[src/rtl/relay_chain_latch.sv]
module relay_chain_latch #(
  parameter int NUM_BYTES    = 5,
  parameter int BOOST_CYCLES = 25_000_000,
  parameter int SYNC_STAGES  = 2,
  localparam int RELAY_W     = 8 * NUM_BYTES
) (
  input  logic               clk,
  input  logic               rst_n,
  input  logic               ser_clk_i,
  input  logic               ser_dat_i,
  input  logic               latch_i,
  input  logic               out_en_i,
  output logic               ser_out_o,
  output logic [RELAY_W-1:0] relay_n_o,
  output logic               boost_o
);

  localparam int CNT_W = $clog2(BOOST_CYCLES + 1);
  localparam logic [CNT_W-1:0] BOOST_LOAD = CNT_W'(BOOST_CYCLES);

  logic [SYNC_STAGES-1:0] sclk_sync, sdat_sync, stb_sync;
  logic                   sclk_prev, stb_prev;
  logic [RELAY_W-1:0]     chain_q, hold_q;
  logic [CNT_W-1:0]       boost_cnt;

  always_ff @(posedge clk or negedge rst_n) begin
    if (!rst_n) begin
      sclk_sync <= '0;
      sdat_sync <= '0;
      stb_sync  <= '0;
      sclk_prev <= 1'b0;
      stb_prev  <= 1'b0;
    end else begin
      sclk_sync <= {sclk_sync[SYNC_STAGES-2:0], ser_clk_i};
      sdat_sync <= {sdat_sync[SYNC_STAGES-2:0], ser_dat_i};
      stb_sync  <= {stb_sync[SYNC_STAGES-2:0], latch_i};
      sclk_prev <= sclk_sync[SYNC_STAGES-1];
      stb_prev  <= stb_sync[SYNC_STAGES-1];
    end
  end

  wire shift_en = sclk_sync[SYNC_STAGES-1] & ~sclk_prev;
  wire load_en  = stb_sync[SYNC_STAGES-1] & ~stb_prev;
  wire shift_in = sdat_sync[SYNC_STAGES-1];

  always_ff @(posedge clk or negedge rst_n) begin
    if (!rst_n) chain_q <= '0;
    else if (shift_en) chain_q <= {chain_q[RELAY_W-2:0], shift_in};
  end

  always_ff @(posedge clk or negedge rst_n) begin
    if (!rst_n) hold_q <= '0;
    else if (load_en) hold_q <= chain_q;
  end

  always_ff @(posedge clk or negedge rst_n) begin
    if (!rst_n) boost_cnt <= '0;
    else if (load_en) boost_cnt <= BOOST_LOAD;
    else if (boost_cnt != '0) boost_cnt <= boost_cnt - 1'b1;
  end

  assign ser_out_o = chain_q[RELAY_W-1];
  assign relay_n_o = out_en_i ? ~hold_q : '1;
  assign boost_o   = (boost_cnt != '0);

endmodule

[config.mk]
export PLATFORM = sky130hd
export DESIGN_NAME = relay_chain_latch
export DESIGN_NICKNAME = d
export VERILOG_FILES = /design/src/rtl/relay_chain_latch.sv
export SDC_FILE = /design/constraint.sdc
export NUM_CORES = 1
export LEC_CHECK = 0
export ABC_AREA = 0
export BUFFER_PORTS_ARGS = -buffer_cell sky130_fd_sc_hd__buf_2
export CELL_PAD_IN_SITES_DETAIL_PLACEMENT = 1
export CELL_PAD_IN_SITES_GLOBAL_PLACEMENT = 1
export CORE_MARGIN = 2
export CORE_UTILIZATION = 35
export CTS_CLUSTER_DIAMETER = 150
export DETAILED_ROUTE_END_ITERATION = 7
export GPL_ROUTABILITY_DRIVEN = 1
export PLACE_DENSITY = 0.64
export SLEW_MARGIN = 30
export SYNTH_ARGS = -nofsm -noshare
export SYNTH_HDL_FRONTEND = slang
export SYNTH_SLANG_ARGS = --single-unit
export TNS_END_PERCENT = 10
[constraint.sdc]
create_clock -name clk -period 3.7 [get_ports clk]
set_clock_uncertainty 0.15 [all_clocks]
set_input_delay 0.37 -clock clk [delete_from_list [all_inputs] [get_ports clk]]
set_output_delay 0.37 -clock clk [all_outputs]
set_load 0.02 [all_outputs]
==> results of run 1 <==
-- cell usage after synthesis (3+ instances only) --
| library cell | n |
|---|---|
| nand3_1 | 4 |
| nand2_1 | 170 |
| xor2_1 | 5 |
| xnor2_1 | 5 |
| o21ai_0 | 5 |
| nor3_1 | 3 |
| dfrtp_1 | 113 |
| nor4_1 | 5 |
| a21oi_1 | 6 |
| nor4_4 | 3 |
| nor4b_1 | 3 |
| nor2b_1 | 3 |
| nor2_1 | 13 |
| inv_1 | 4 |
| mux2_2 | 40 |
| or4_1 | 3 |
| or3_1 | 8 |
| clkbuf_1 | 21 |
-- final timing paths --
path / end / startpoint / slack (ps)
setup / recovery: boost_o / boost_cnt[0] / 860
hold / removal: sdat_sync[1] / sdat_sync[0] / 200
setup reg to reg: boost_cnt[23] / boost_cnt[0] / 1140
hold reg to reg: sdat_sync[1] / sdat_sync[0] / 200
max in group asynchronous: hold_q[31] / rst_n / 2190
min in group asynchronous: stb_prev / rst_n / 440
-- cell type report --
cell class	instances	area share, %
Clock buffer	22	8.27
Clock inverter	9	2.63
Inverter	4	0.256
Multi-Input combinational cell	306	31.0
Sequential cell	113	48.3
Tap cell	176	3.76
Timing Repair Buffer	57	5.83
-- per-layer routing --
layer	vias to the layer above	part of all wire [%]	global-route usage (%)
met3	15	3.3	5.00
met2	46	49	25.0
met5	-	0	0
li1	1579	-	-
met4	0	1.5	6.47
met1	1674	47	20.0
-- kinds of logic after synthesis --
family,count (synthesis),synth area share [%]
muxes,42,9.95
adders and majority gates,2,0.529
and+or+nand+nor,230,22.5
xor gates and xnor gates,10,1.85
AOI/OAI and AO/OA,22,3.20
DFF,113,59.8
buffers and inverters,26,2.14
-- cells in the final DEF (no fill, tap or decap), types with 5 or more instances in the layout --
master / Yosys / final
xnor2_1: 5 / 5
mux2_2: 40 / 40
nand2_1: 170 / 170
dfrtp_1: 113 / 113
buf_2: 0 / 46
nor4_1: 5 / 5
o21ai_0: 5 / 5
clkbuf_16: 0 / 17
xor2_1: 5 / 5
nor2_1: 13 / 13
a21oi_1: 6 / 6
or3_1: 8 / 8
-- critical path, cell delays in order, from the launching register on --
cell and delay (ps):
dfrtp_1 390, inv_1 140, ha_1 160, nor3b_1 290, nand3_1 330, nor2_1 290
inv_1 130, buf_2 180
-- state kept, by name, indices dropped and copies added (netlist names) --
name / count
sdat_sync: 2
hold_q: 40
chain_q: 40
sclk_prev: 1
sclk_sync: 2
stb_sync: 2
boost_cnt: 25
stb_prev: 1
-- through the flow --
step | hold slack [ps] | setup WS (ps) | cells | power, mW
floorplan | -75.6 | 1660 | 445 | 1.93
global placement | 182 | 1320 | 650 | 2.07
detailed placement | 186 | 1150 | 652 | 2.10
CTS | 199 | 828 | 687 | 3.89
global route | 210 | 564 | 687 | 4.03
finish | 198 | 862 | 687 | 3.84
-- power by group --
group	leakage, nW	internal [mW]	switching [mW]
Clock	0.308	1.19	0.562
Combinational	0.947	0.208	0.281
Sequential	1.45	1.43	0.169
-- timing repair --
action                                  4_1_cts  5_1_grt
hold buffers                                  4        0
endpoints found under the setup margin        0        0
endpoints found under the hold margin        85        0
==> results.md, run 1 <==
* Yosys Warn Count at 0
* Max rail drop VDD at 318 uV
* Routability cong. at 0.817
* Clock Path Buffers at 2
* CTS tree: done
* Boundary Pins at 48
* Clock Root Buffer: clkbuf_16
* Worst-Margin Slew at 776 ps
* Area contributors post-synth: dfrtp_1 60%, nand2_1 13%, mux2_2 9.5%
* CP required at 3180 ps
* # rows at 42
* Area of the core at 13200 um^2
* Share of post-route cells with drive strength above 1 at 26.6%
* Synth Net Count at 453
* Vias at 3314
* Avg Cell Area, Syn at 10.6 um^2
* Die X at 120 um
* Detail Placement HPWL at 6.37 mm
* # H-tree levels at 4
* Number of port buffers at 47
* P_leak at 2.70 nW
* Max Cap Viol at 0
* Placed Area at 5180 um^2
* Post-route setup TNS at 0 ps
* Post-CTS Setup Inserts at 0
* Setup-failing EPs final at 0
* Synth area leader: dfrtp_1
* RSZ-0062 raised after global routing: false
* Global route overflow at 0
* Wire per inst at 15.0 um
* Setup crit end kind: output pin
* GRT Total Usage at 15.8%
* Post-synth top area share at 59.8%
* Slew headroom at 48.3%
* Fin crit period at 2840 ps
* Area Overhead vs Synth at 23.9%
* Fillcell total at 1470
* DRT iter0 DRCs at 160
* Post-route cell area at 5860 um^2
* First-pass GRT wire length at 17.6 mm
* Initial Util at 35.8%
* Status: complete, no violations
* Clk slew on worst S/H paths at 50 ps
* Main flop type after synthesis: dfrtp_1
* Worst Hold Class: register to register
* Post-synth EDFFs at 0
* Multi-input gate area at 1820 um^2
* Post-synth ARST share at 100%
* Period utilization at 76.7%
* Worst Path Arrival at 2320 ps
* CTS Sinks at 113
* Pwr/cell area at 655 nW/um^2
* Largest net degree at the start of global routing at 85
* Crit Path Max Fanout at 8
* Die area at 14500 um^2
* Final wirelength at 10.3 mm
* Net count of the finished layout at 507
* Remaining antenna violation count after routing at 0
* Initial antenna violation count at 0
* Synth Register Bits at 113
* Cell Area, Synth at 4730 um^2
* Vias per cell at 4.82
* Antenna diodes at 0
* DR DRC count at 0
* TritonCTS Buffers at 17
* Worst-skew pair later-pin latency at 410 ps
* DR pass1 iterations at 4
* Final Hold Fails at 0
* Sequential Area at 2830 um^2
* F_max at 352 MHz
* CP Launch Type: register
* Worst-case reg-to-reg path depth at 7
* Seq/Total Area, Yosys at 59.8%
* Mapped Cells at 445
* Vias in the first global route at 3525
* Finished Core Util at 44.4%
* Setup CP Type: register to output pin
* Die H at 120 um
* Worst hold path depth at 0
* Post-CTS Resized at 0
* Distinct cell type count after synthesis at 40
* Final slew viol count at 0
(Power assumes the default switching activity.)
==> run 2: changes to the inputs <==
--- a/config.mk
+++ b/config.mk
@@ -14,7 +14,7 @@
 export CTS_CLUSTER_DIAMETER = 150
 export DETAILED_ROUTE_END_ITERATION = 7
 export GPL_ROUTABILITY_DRIVEN = 1
-export PLACE_DENSITY = 0.64
+export PLACE_DENSITY = 0.66
 export SLEW_MARGIN = 30
 export SYNTH_ARGS = -nofsm -noshare
 export SYNTH_HDL_FRONTEND = slang
==> constraint.sdc (replaced) <==
create_clock -name clk -period 2.45 [get_ports clk]
set_clock_uncertainty 0.15 [all_clocks]
set_input_delay 0.245 -clock clk [delete_from_list [all_inputs] [get_ports clk]]
set_output_delay 0.245 -clock clk [all_outputs]
set_load 0.02 [all_outputs]
==> results.md, run 2 (synthesized netlist as in run 1, its figures left out) <==
* Area of the core at 13200 um^2
* Net count of the finished layout at 516
* Post-route setup TNS at 0 ps
* Placed Area at 5200 um^2
* Vias in the first global route at 3637
* Routability cong. at 0.692
* GRT Total Usage at 15.6%
* Worst path max stage delay at 460 ps
* Total Power at 5.69 mW
* DRT iter0 DRCs at 127
* Pwr/cell area at 964 nW/um^2
* Hold Slack at 198 ps
* DR pass1 iterations at 5
* Crit. path cell count at 5
* Clk slew on worst S/H paths at 50 ps
* Max rail drop VDD at 502 uV
* Setup CP Type: register to output pin
* Top Registers: chain_q (40), hold_q (40), boost_cnt (25)
* Remaining antenna violation count after routing at 0
* Setup crit end kind: output pin
* DR DRC count at 0
* # H-tree levels at 4
* Worst-case reg-to-reg path depth at 8
* Wire per inst at 14.8 um
* Status: complete, no violations
* Boundary Pins at 48
* CP Launch Type: register
* Die X at 120 um
* Worst-skew pair later-pin latency at 410 ps
* CTS tree: done
* Vias per cell at 4.81
* P_leak at 2.73 nW
* Post-route cell area at 5910 um^2
* # rows at 42
* RSZ-0062 raised after global routing: false
* CP max-delay cell: dfrtp_1
* Detail Placement HPWL at 6.43 mm
* Fin crit period at 2300 ps
* Initial Util at 35.8%
* Share of post-route cells with drive strength above 1 at 28.2%
* Worst hold path depth at 0
* Clock Root Buffer: clkbuf_16
* Worst-Margin Slew at 601 ps
* Period utilization at 93.9%
* Most frequent cells in the layout: 170 x nand2_1, 113 x dfrtp_1, 46 x buf_2
* Final slew viol count at 0
* Worst Hold Class: register to register
* Final Hold Fails at 0
* Final wirelength at 10.3 mm
* TritonCTS Buffers at 17
* F_max at 435 MHz
* CP top delay family: simple AND/OR/NAND/NOR gates
* Antenna diodes at 0
* Largest net degree at the start of global routing at 114
* First-pass GRT wire length at 17.7 mm
* Vias at 3353
* Worst Path Arrival at 1910 ps
* Critical Path, Cell by Cell: nor4_4 > nand4_4 > nor2_4 > inv_1 > buf_2
* Number of port buffers at 47
* Die H at 120 um
* Clock Path Buffers at 2
* Crit path buffers/inverters at 2
* Crit Path Max Fanout at 7
* Max Cap Viol at 0
* Initial antenna violation count at 0
* Area Overhead vs Synth at 25.0%
* Slew headroom at 59.9%
* CP required at 2060 ps
* Die area at 14500 um^2
* Most common cell after layout, fill and taps aside: nand2_1
* CTS Sinks at 113
* Fillcell total at 1470
* Global route overflow at 0
* Setup-failing EPs final at 0
## run 2: worst reg2reg max path: cells and delay by family (launching register included)
kind | cells | cell delay, ps
buffers and inverters | 2 | 340
AND/OR/NAND/NOR | 4 | 850
adder cells (fa/ha/maj) | 1 | 160
flip-flops | 1 | 380
AO/OA/AOI/OAI | 1 | 200
## run 2: metrics by stage
stage / std cells / utilization, % / worst slack (ps)
detailed placement: 656 / 39.5 / 86.7
floorplan: 445 / - / 423
CTS: 693 / 44.5 / 32.6
finish: 697 / 44.8 / 149
global route: 697 / 44.8 / 8.51
global placement: 656 / 39.5 / 232
## run 2: power by group
| group | leakage, nW | switching [mW] | total, mW | internal [mW] |
|---|---|---|---|---|
| Combinational | 0.989 | 0.418 | 0.743 | 0.324 |
| Sequential | 1.45 | 0.265 | 2.42 | 2.16 |
| Clock | 0.297 | 0.851 | 2.53 | 1.68 |
## run 2: layer usage
metal	part of all wire [%]	vias up	track usage [%]
met5	0	-	0
met4	1.8	0	5.89
met3	3.5	17	4.62
met2	48	55	25.0
met1	47	1687	20.1
li1	-	1594	-
## run 2: timing repair
item	in CTS	in global routing
hold buffers	4	0
gates resized for setup	3	1
pin swaps	0	2
endpoints found under the setup margin	1	1
hold endpoints to repair	116	0
buffers inserted	1	4
## run 2: path summary, 6_finish.rpt
path	startpoint	end	slack (ps)
worst max-delay path	boost_cnt[8]	boost_o	150
worst min-delay path	sdat_sync[0]	sdat_sync[1]	200
worst max register to register	boost_cnt[0]	boost_cnt[12]	240
worst min register to register	sdat_sync[0]	sdat_sync[1]	200
max in group asynchronous	rst_n	sclk_sync[1]	1400
min in group asynchronous	rst_n	boost_cnt[23]	310
## run 2: cell type report
type                            instances  area [um^2]  area share (%)
Clock buffer                           23          478            8.09
Clock inverter                          9          130            2.20
Inverter                                4         15.0           0.254
Multi-Input combinational cell        306         1830            31.0
Sequential cell                       113         2830            47.9
Tap cell                              176          220            3.73
Timing Repair Buffer                   66          403            6.82
==> run 3: changes to the inputs <==
--- a/config.mk
+++ b/config.mk
@@ -6,15 +6,15 @@
 export NUM_CORES = 1
 export LEC_CHECK = 0
 export ABC_AREA = 0
-export BUFFER_PORTS_ARGS = -buffer_cell sky130_fd_sc_hd__buf_2
 export CELL_PAD_IN_SITES_DETAIL_PLACEMENT = 1
 export CELL_PAD_IN_SITES_GLOBAL_PLACEMENT = 1
 export CORE_MARGIN = 2
 export CORE_UTILIZATION = 35
 export CTS_CLUSTER_DIAMETER = 150
 export DETAILED_ROUTE_END_ITERATION = 7
+export DONT_BUFFER_PORTS = 1
 export GPL_ROUTABILITY_DRIVEN = 1
-export PLACE_DENSITY = 0.66
+export PLACE_DENSITY = 0.62
 export SLEW_MARGIN = 30
 export SYNTH_ARGS = -nofsm -noshare
 export SYNTH_HDL_FRONTEND = slang
==> results.md, run 3 (synthesized netlist as in run 1, its figures left out) <==
* RSZ-0062 raised after global routing: false
* P_leak at 2.54 nW
* CTS tree: done
* Hold_buf cts at 3
* Detail Placement HPWL at 6.14 mm
* Period utilization at 94.2%
* Largest net degree at the start of global routing at 114
* Routability cong. at 0.811
* Fin crit period at 2310 ps
* Hold Slack at -612 ps
* Antenna diodes at 0
* Most frequent cells in the layout: 170 x nand2_1, 113 x dfrtp_1, 40 x mux2_2
* Worst Path Arrival at 1910 ps
* Clk slew on worst S/H paths at 50 ps
* Final Hold Fails at 113
* Failing checks: negative hold slack
* Global route overflow at 0
* Status: finished, violations left
* Finished Core Util at 42.1%
* DR pass1 iterations at 4
* Die X at 120 um
* Wire per inst at 15.6 um
* Total internal power at 3.90 mW
* Setup CP Type: register to output pin
* Vias per cell at 4.92
* Setup-failing EPs final at 0
* Die H at 120 um
* DRT iter0 DRCs at 139
* GRT Total Usage at 15.3%
* Clock Path Buffers at 2
* Crit Path Max Fanout at 10
* Vias in the first global route at 3293
* Vias at 3141
* Clk pwr share at 42.3%
* Max rail drop VDD at 487 uV
* # rows at 42
* CP required at 2060 ps
* Comb pwr share at 12.3%
* Die area at 14500 um^2
* Top Registers: chain_q (40), hold_q (40), boost_cnt (25)
* Pwr/cell area at 962 nW/um^2
* Max Cap Viol at 0
* CTS Sinks at 113
* Worst Hold Class: input port to async pin
* Setup crit end kind: output pin
* Worst-Margin Slew at 519 ps
* Area of the core at 13200 um^2
* Sequential share of power at 45.4%
* Initial Util at 35.8%
* Most common cell after layout, fill and taps aside: nand2_1
* Share of post-route cells with drive strength above 1 at 19.3%
* Slew headroom at 65.4%
* F_max at 433 MHz
* TritonCTS Buffers at 17
* Post-CTS Setup Inserts at 0
* Final slew viol count at 0
* Clock Root Buffer: clkbuf_16
* Final wirelength at 9.96 mm
* DR DRC count at 0
* Worst-skew pair later-pin latency at 400 ps
* Number of port buffers at 0
* CP Launch Type: register
* Sw frac at 26.9%
* Remaining antenna violation count after routing at 0
* Boundary Pins at 48
* Post-route cell area at 5550 um^2
* Sw Pwr at 1.44 mW
* Post-route setup TNS at 0 ps
* First-pass GRT wire length at 17.2 mm
* Net count of the finished layout at 459
* Initial antenna violation count at 0
* # H-tree levels at 4
* Placed Area at 4950 um^2
* Area Overhead vs Synth at 17.4%
## run 3: cell count changes in the layout (fill, tap and decap cells not counted), moves of 2 or more
cell,before,now
buf_2,46,0
clkinv_4,2,0
bufinv_16,3,1
buf_4,15,4
## run 3: worst max-delay path, cell delays in order, from the launching register on
cell     delay [ps]
dfrtp_1         460
nor4_4          400
nand4_4         240
nor2_2          220
inv_1           170
## run 3: area by class of cell
type / count / area [um^2]
fillers: 1457 / 7640
flip-flops and latches: 113 / 2830
multi-input cells: 306 / 1850
clock buffers: 24 / 482
well taps: 176 / 220
repair buffers: 9 / 100
clock inverters: 6 / 57.6
inverters: 4 / 15.0
## run 3: per-stage QoR
step           total power [mW]  setup WS [ps]  std cells
6_report                   5.34            143        638
5_1_grt                    5.64           11.1        638
4_1_cts                    5.40           59.8        638
3_5_place_dp               3.08           37.3        605
3_3_place_gp               3.05            219        605
2_1_floorplan              2.91            423        445
## run 3: final timing paths
path | startpoint | endpoint | slack [ps] | cells past startpoint
min in group clk | stb_sync[0] | stb_sync[1] | 190 | 0
max in group asynchronous | rst_n | boost_cnt[15] | 2610 | 0
worst min register to register | stb_sync[0] | stb_sync[1] | 190 | 0
worst max-delay path | boost_cnt[11] | boost_o | 140 | 4
worst min-delay path | rst_n | hold_q[5] | -610 | 0
worst max register to register | boost_cnt[5] | boost_cnt[14] | 220 | 5
## run 3: per-layer routing
layer	routed length (um)	GRT usage, %	up-vias
met5	0	0	-
met4	172	6.40	0
met3	362	4.62	15
met2	4740	23.1	44
met1	4690	20.5	1603
li1	-	-	1479
## run 3: power by group through the flow
| stage | logic [mW] | clock network (mW) | registers, mW |
|---|---|---|---|
| 2_1_floorplan | 0.545 | 0 | 2.37 |
| 3_3_place_gp | 0.613 | 0 | 2.44 |
| 3_5_place_dp | 0.637 | 0 | 2.44 |
| 4_1_cts | 0.655 | 2.32 | 2.42 |
| 5_1_grt | 0.753 | 2.41 | 2.47 |
| 6_report | 0.655 | 2.26 | 2.43 |
## run 3: repair_timing
item	4_1_cts	5_1_grt
hold endpoints to repair	116	113
resized for setup	3	3
endpoints found under the setup margin	1	1
